## config.mk

```make
export PLATFORM = sky130hd
export DESIGN_NAME = ipi_cmd_dispatch
export DESIGN_NICKNAME = d
export VERILOG_FILES = /design/src/rtl/ipi_pkg.sv /design/src/rtl/ipi_cmd_decode.sv /design/src/rtl/ipi_intr_post.sv /design/src/rtl/ipi_cpu_ctrl.sv /design/src/rtl/ipi_cmd_dispatch.sv
export SDC_FILE = /design/constraint.sdc
export NUM_CORES = 1
export LEC_CHECK = 0
export ABC_AREA = 1
export ABC_CLOCK_PERIOD_IN_PS = 1700
export BUFFER_PORTS_ARGS = -buffer_cell sky130_fd_sc_hd__buf_4
export CAP_MARGIN = 25
export CELL_PAD_IN_SITES_DETAIL_PLACEMENT = 2
export CELL_PAD_IN_SITES_GLOBAL_PLACEMENT = 2
export CORE_UTILIZATION = 25
export DETAILED_ROUTE_END_ITERATION = 12
export GPL_ROUTABILITY_DRIVEN = 0
export GPL_TIMING_DRIVEN = 0
export PLACE_DENSITY_LB_ADDON = 0.12
export SYNTH_ARGS = -nofsm -noshare
export SYNTH_HDL_FRONTEND = slang
export SYNTH_HIERARCHICAL = 1
export SYNTH_SLANG_ARGS = --single-unit
```

## constraint.sdc

```tcl
create_clock -name clk -period 1.7 [get_ports clk]
set_clock_uncertainty 0.15 [all_clocks]
set_input_delay 0.17 -clock clk [delete_from_list [all_inputs] [get_ports clk]]
set_output_delay 0.17 -clock clk [all_outputs]
set_load 0.02 [all_outputs]
```

## src/rtl/ipi_pkg.sv

```systemverilog
package ipi_pkg;

  typedef enum logic [1:0] {
    CMD_INTR   = 2'd0,
    CMD_RESET  = 2'd1,
    CMD_HALT   = 2'd2,
    CMD_RESUME = 2'd3
  } cmd_kind_e;

  typedef struct packed {
    cmd_kind_e   kind;
    logic [4:0]  tgt;
    logic [5:0]  vec;
  } cmd_t;

  // Field positions: kind 17:16, target 12:8, vector 5:0
  function automatic cmd_t unpack_cmd(input logic [31:0] w);
    cmd_t c;
    c.kind = cmd_kind_e'(w[17:16]);
    c.tgt  = w[12:8];
    c.vec  = w[5:0];
    return c;
  endfunction

  function automatic logic tgt_ok(input logic [4:0] tgt, input logic [5:0] present,
                                  input int ncpu);
    return (int'(tgt) < int'(present)) && (int'(tgt) < ncpu);
  endfunction

endpackage

```

## src/rtl/ipi_cmd_decode.sv

```systemverilog
module ipi_cmd_decode
  import ipi_pkg::*;
#(
  parameter int          NUM_CPUS = 8,
  parameter logic [5:0]  POR_VEC  = 6'h01
) (
  input  logic                cmd_wr,
  input  logic [31:0]         cmd_word,
  input  logic [5:0]          present_cpus,
  output logic [5:0]          dec_vec,
  output logic [NUM_CPUS-1:0] post_sel,
  output logic [NUM_CPUS-1:0] rst_sel,
  output logic [NUM_CPUS-1:0] halt_sel,
  output logic [NUM_CPUS-1:0] resume_sel,
  output logic                ev_post,
  output logic                ev_bad_rst,
  output logic                ev_drop
);

  cmd_t                c;
  logic                in_range;
  logic                ev_rst, ev_halt, ev_resume;
  logic [NUM_CPUS-1:0] tgt_hot;
  logic                unused_bits;

  assign c           = unpack_cmd(cmd_word);
  assign in_range    = tgt_ok(c.tgt, present_cpus, NUM_CPUS);
  assign dec_vec     = c.vec;
  assign unused_bits = ^{cmd_word[31:18], cmd_word[15:13], cmd_word[7:6]};

  for (genvar i = 0; i < NUM_CPUS; i++) begin : g_hot
    assign tgt_hot[i] = (int'(c.tgt) == i);
  end

  always_comb begin
    ev_post    = cmd_wr && in_range && (c.kind == CMD_INTR);
    ev_rst     = cmd_wr && in_range && (c.kind == CMD_RESET) && (c.vec == POR_VEC);
    ev_bad_rst = cmd_wr && in_range && (c.kind == CMD_RESET) && (c.vec != POR_VEC);
    ev_halt    = cmd_wr && in_range && (c.kind == CMD_HALT);
    ev_resume  = cmd_wr && in_range && (c.kind == CMD_RESUME);
    ev_drop    = cmd_wr && !in_range;
    post_sel   = ev_post   ? tgt_hot : '0;
    rst_sel    = ev_rst    ? tgt_hot : '0;
    halt_sel   = ev_halt   ? tgt_hot : '0;
    resume_sel = ev_resume ? tgt_hot : '0;
  end

endmodule

```

## src/rtl/ipi_intr_post.sv

```systemverilog
module ipi_intr_post #(
  parameter int NUM_CPUS = 8
) (
  input  logic                clk,
  input  logic                rst_n,
  input  logic                ev_post,
  input  logic [NUM_CPUS-1:0] post_sel,
  input  logic [5:0]          dec_vec,
  output logic [NUM_CPUS-1:0] intr_post,
  output logic [5:0]          intr_vec
);

  always_ff @(posedge clk) begin
    if (!rst_n) begin
      intr_post <= '0;
      intr_vec  <= '0;
    end else begin
      intr_post <= post_sel;
      if (ev_post) intr_vec <= dec_vec;
    end
  end

  AST_POST_ONEHOT: assert property (@(posedge clk) disable iff (!rst_n)
    $onehot0(intr_post));
  AST_POST_FOLLOWS: assert property (@(posedge clk) disable iff (!rst_n)
    ev_post |=> ((intr_post != '0) && (intr_vec == $past(dec_vec))));
  AST_POST_QUIET: assert property (@(posedge clk) disable iff (!rst_n)
    !ev_post |=> (intr_post == '0));

endmodule

```

## src/rtl/ipi_cpu_ctrl.sv

```systemverilog
module ipi_cpu_ctrl #(
  parameter int   RST_CYCLES = 4,
  parameter logic BOOT_RUN   = 1'b0
) (
  input  logic clk,
  input  logic rst_n,
  input  logic rst_go,
  input  logic halt_go,
  input  logic resume_go,
  output logic cpu_reset,
  output logic cpu_run
);

  localparam int CW = $clog2(RST_CYCLES + 1);

  logic [CW-1:0] cnt;
  logic          run_q;

  always_ff @(posedge clk) begin
    if (!rst_n) begin
      cnt   <= '0;
      run_q <= BOOT_RUN;
    end else if (rst_go) begin
      cnt   <= CW'(RST_CYCLES);
      run_q <= 1'b0;
    end else if (cnt != '0) begin
      cnt <= cnt - 1'b1;
      if (cnt == CW'(1)) run_q <= 1'b1;
    end else if (halt_go) begin
      run_q <= 1'b0;
    end else if (resume_go) begin
      run_q <= 1'b1;
    end
  end

  assign cpu_reset = (cnt != '0);
  assign cpu_run   = run_q;

  AST_RESET_STARTS: assert property (@(posedge clk) disable iff (!rst_n)
    rst_go |=> cpu_reset);
  AST_RUN_AT_PULSE_END: assert property (@(posedge clk) disable iff (!rst_n)
    $fell(cpu_reset) |-> cpu_run);
  AST_NO_RUN_IN_RESET: assert property (@(posedge clk) disable iff (!rst_n)
    cpu_reset |-> !cpu_run);

endmodule

```

## src/rtl/ipi_cmd_dispatch.sv

```systemverilog
module ipi_cmd_dispatch
  import ipi_pkg::*;
#(
  parameter int                  NUM_CPUS   = 8,
  parameter int                  RST_CYCLES = 4,
  parameter logic [5:0]          POR_VEC    = 6'h01,
  parameter logic [NUM_CPUS-1:0] BOOT_RUN   = NUM_CPUS'(1)
) (
  input  logic                clk,
  input  logic                rst_n,
  input  logic                cmd_wr,
  input  logic [31:0]         cmd_word,
  input  logic [5:0]          present_cpus,
  output logic [NUM_CPUS-1:0] intr_post,
  output logic [5:0]          intr_vec,
  output logic [NUM_CPUS-1:0] cpu_reset,
  output logic [NUM_CPUS-1:0] cpu_run,
  output logic                cmd_err
);

  logic [5:0]          dec_vec;
  logic [NUM_CPUS-1:0] post_sel, rst_sel, halt_sel, resume_sel;
  logic                ev_post, ev_bad_rst, ev_drop;

  ipi_cmd_decode #(.NUM_CPUS(NUM_CPUS), .POR_VEC(POR_VEC)) u_dec (
    .cmd_wr      (cmd_wr),
    .cmd_word    (cmd_word),
    .present_cpus(present_cpus),
    .dec_vec     (dec_vec),
    .post_sel    (post_sel),
    .rst_sel     (rst_sel),
    .halt_sel    (halt_sel),
    .resume_sel  (resume_sel),
    .ev_post     (ev_post),
    .ev_bad_rst  (ev_bad_rst),
    .ev_drop     (ev_drop)
  );

  ipi_intr_post #(.NUM_CPUS(NUM_CPUS)) u_post (
    .clk      (clk),
    .rst_n    (rst_n),
    .ev_post  (ev_post),
    .post_sel (post_sel),
    .dec_vec  (dec_vec),
    .intr_post(intr_post),
    .intr_vec (intr_vec)
  );

  for (genvar i = 0; i < NUM_CPUS; i++) begin : g_cpu
    ipi_cpu_ctrl #(.RST_CYCLES(RST_CYCLES), .BOOT_RUN(BOOT_RUN[i])) u_ctrl (
      .clk      (clk),
      .rst_n    (rst_n),
      .rst_go   (rst_sel[i]),
      .halt_go  (halt_sel[i]),
      .resume_go(resume_sel[i]),
      .cpu_reset(cpu_reset[i]),
      .cpu_run  (cpu_run[i])
    );
  end

  always_ff @(posedge clk) begin
    if (!rst_n)          cmd_err <= 1'b0;
    else if (ev_bad_rst) cmd_err <= 1'b1;
  end

  AST_BAD_RESET_FLAGS: assert property (@(posedge clk) disable iff (!rst_n)
    ev_bad_rst |=> cmd_err);
  AST_ERR_STICKY: assert property (@(posedge clk) disable iff (!rst_n)
    cmd_err |=> cmd_err);
  AST_DROP_NO_POST: assert property (@(posedge clk) disable iff (!rst_n)
    ev_drop |=> (intr_post == '0));
  AST_DROP_NO_ERR: assert property (@(posedge clk) disable iff (!rst_n)
    (ev_drop && !cmd_err) |=> !cmd_err);

endmodule

```

==> metrics list <==
- The flow ran to the end, and the final reports show no timing, DRC or antenna violations.
- Area of the core: 0.0109 mm^2
- Final core area utilization: 35.6%
- Leakage power total: 1.87 nW
- Clock latency on the worst-skew pair, taken at its later pin, is 0.28 ns.
- Cell chosen for the clock root: sky130_fd_sc_hd__clkbuf_16
* Overall overflow remaining after global route: 0
- Global routing usage on met3: 2.05%
* Power density over the cells: 1490 mW/mm^2
* Growth of design area from synthesis to finish: 37.9%
- The floorplan step set the die width to 108 um.
- Number of nets in the finished design: 565
- Tightest Pin Transition: 0.513 ns
* Classification of the worst setup path: reg -> out
- Pin count of the biggest net entering global routing: 16
- Setup violations remaining at the end of the flow were counted as 0.
- For met1 alone, demand over resource in global routing was 17.3%.
* Number of top-level pins: 72
* Detail Placement HPWL: 6.13 mm
* Most crowded layer after global routing: met2
- Sequential cells account for 28.2% of the total power.
- Fraction of layout instances using a drive strength above 1: 30.6%
* Post-route antenna net violation count: 0
- Hold repair after CTS inserted 0 buffers.
* Vias per cell: 4.27
- The first global-routing pass estimated 13.3 mm of wire.
* Clock sinks: 47
- CTS built an H-tree with a depth of 2.
- Post-Synthesis Cells: 426
* Portion of total power attributed to combinational logic: 55.2%
* Share of total power in the clock network: 16.6%
- Warnings, synthesis: 6
- STA classifies the critical path endpoint as an output pin.
* Netlist area before placement: 0.00282 mm^2
* Cell internal power dissipation: 3.32 mW
* Switching portion of total power: 42.9%
- Total Routing Usage GR: 14.4%
* Pre-Repair DR Iteration Count: 3
- Along the worst path, the maximum fanout reaches 6.
* Number of max-cap violations: 0
- The number of pins with negative max-slew slack in the final report is 0.
* Pre-CTS WS: -0.396 ns
- After clock tree synthesis, the clock-pin slew on the worst setup and hold paths is 0.06 ns.
* Diodes inserted: 0
* Relative slew slack: 65.6%
- CTS tree: yes
- Once routing completed, OpenROAD measured the worst setup slack at 0.0715 ns.
- Initial cell density of the core: 25.8%
- Cells along the critical path: inv_1, ha_2, ha_4, inv_2, buf_4
- In this design, the stage delay of the slowest critical-path cell is 0.34 ns.
- The final layout contains routed wiring with a total length of 7.81 mm.
- Per-instance average area after synthesis: 6.63 um^2
- The smallest clock period supported by the final layout is computed as 1.63 ns.
* Crit-path slowest cell: sky130_fd_sc_hd__dfxtp_2
* Vias in the first global route: 2964
* Type of the most critical hold path: in -> reg
- In the routed design, unresolved DRC markers number 0.
- Achievable Freq: 0.614 GHz
- The initial antenna violation count was 0.
- After detailed routing, the average wire length per cell comes to 12.4 um.
- STA classifies the critical path startpoint as a flip-flop.
- Row generation in the floorplan step produced 38 rows.
* Fin crit share: 95.8%
* Total CTS buffers: 5
* Syn Nets: 502
* Met2 demand-to-capacity share in global routing: 26.9%
- The worst-case IR drop observed on VDD is 0.739 mV.
* Count of routing violations after the opening detailed-route iteration: 17
- Total die area: 0.0117 mm^2
- The floorplan step set the die height to 108 um.
* Power spent charging and discharging nets: 2.49 mW
* Crit path DAT: 1.31 ns
- Clk buf depth: 2
- For this block, the via count after detailed routing is 2688.
* Data required, critical path: 1.38 ns
* Final Hold Fails: 0
- Port buffer count: 52
-- critical path, delay by kind of cell, from the launching register on --
kind	cells	cell delay [ns]
fa+ha+maj	2	0.40
buf+inv	3	0.29
flops	1	0.34
-- layout make-up --
type | instances | area [um^2]
multi-input combinational | 285 | 1770
timing repair buffer | 56 | 464
clock inverter | 1 | 5.00
inverter | 86 | 330
sequential | 47 | 950
fill | 1318 | 7040
tap | 140 | 175
clock buffer | 7 | 133
buffer | 8 | 67.6
-- metrics by stage --
stage	cell area [um^2]	setup TNS, ns	cells	hold WS, ns	total power, mW
floorplan	2830	0	426	0.0890	3.52
global route	3890	-0.00483	630	0.0590	6.41
detailed placement	3390	-13.53	618	0.321	4.51
global placement	3390	-12.51	618	0.302	4.35
finish	3890	0	630	0.0329	5.81
CTS	3690	0	628	0.0349	5.78
-- power by group through the flow --
stage | Combinational, mW | Sequential, mW | Clock [mW]
floorplan | 1.82 | 1.70 | 0
global placement | 2.72 | 1.63 | 0
detailed placement | 2.86 | 1.65 | 0
CTS | 3.12 | 1.64 | 1.02
global route | 3.67 | 1.69 | 1.05
finish | 3.20 | 1.64 | 0.965
-- state kept, by name, indices dropped and copies added (netlist names) --
signal                cells
g_cpu.u_ctrl/cnt         24
g_cpu.u_ctrl/cpu_run      8
u_post/intr_post          8
u_post/intr_vec           6
cmd_err                   1
-- worst paths after layout --
kind / start / to / slack (ns) / depth (start not counted)
max: g_cpu[6].u_ctrl/cnt[0] / cpu_reset[6] / 0.07 / 5
min reg2reg: g_cpu[2].u_ctrl/cnt[0] / g_cpu[2].u_ctrl/cnt[0] / 0.32 / 2
max reg2reg: g_cpu[0].u_ctrl/cnt[0] / g_cpu[0].u_ctrl/cpu_run / 0.38 / 6
min: rst_n / g_cpu[0].u_ctrl/cpu_run / 0.03 / 2
-- layer usage --
metal	wire length (um)	up-vias
met5	0	-
met4	61	0
met3	237	5
met2	3860	36
met1	3650	1272
li1	-	1375
-- what timing repair did --
action / CTS / global route
setup buffers: 2 / 2
resized for setup: 40 / 48
setup endpoints to repair: 39 / 45
pin swaps: 4 / 7
-- layout by cell type (no fill, tap or decap), drive strengths merged --
cell type	n
a21oi	32
buf	64
clkbuf	7
clkinv	1
dfxtp	47
ha	35
inv	86
nand2	89
nand3	5
nand3b	1
nor2	119
nor3	1
o21ai	2
o21bai	1
No activity file was read; power rests on OpenSTA's default activity.
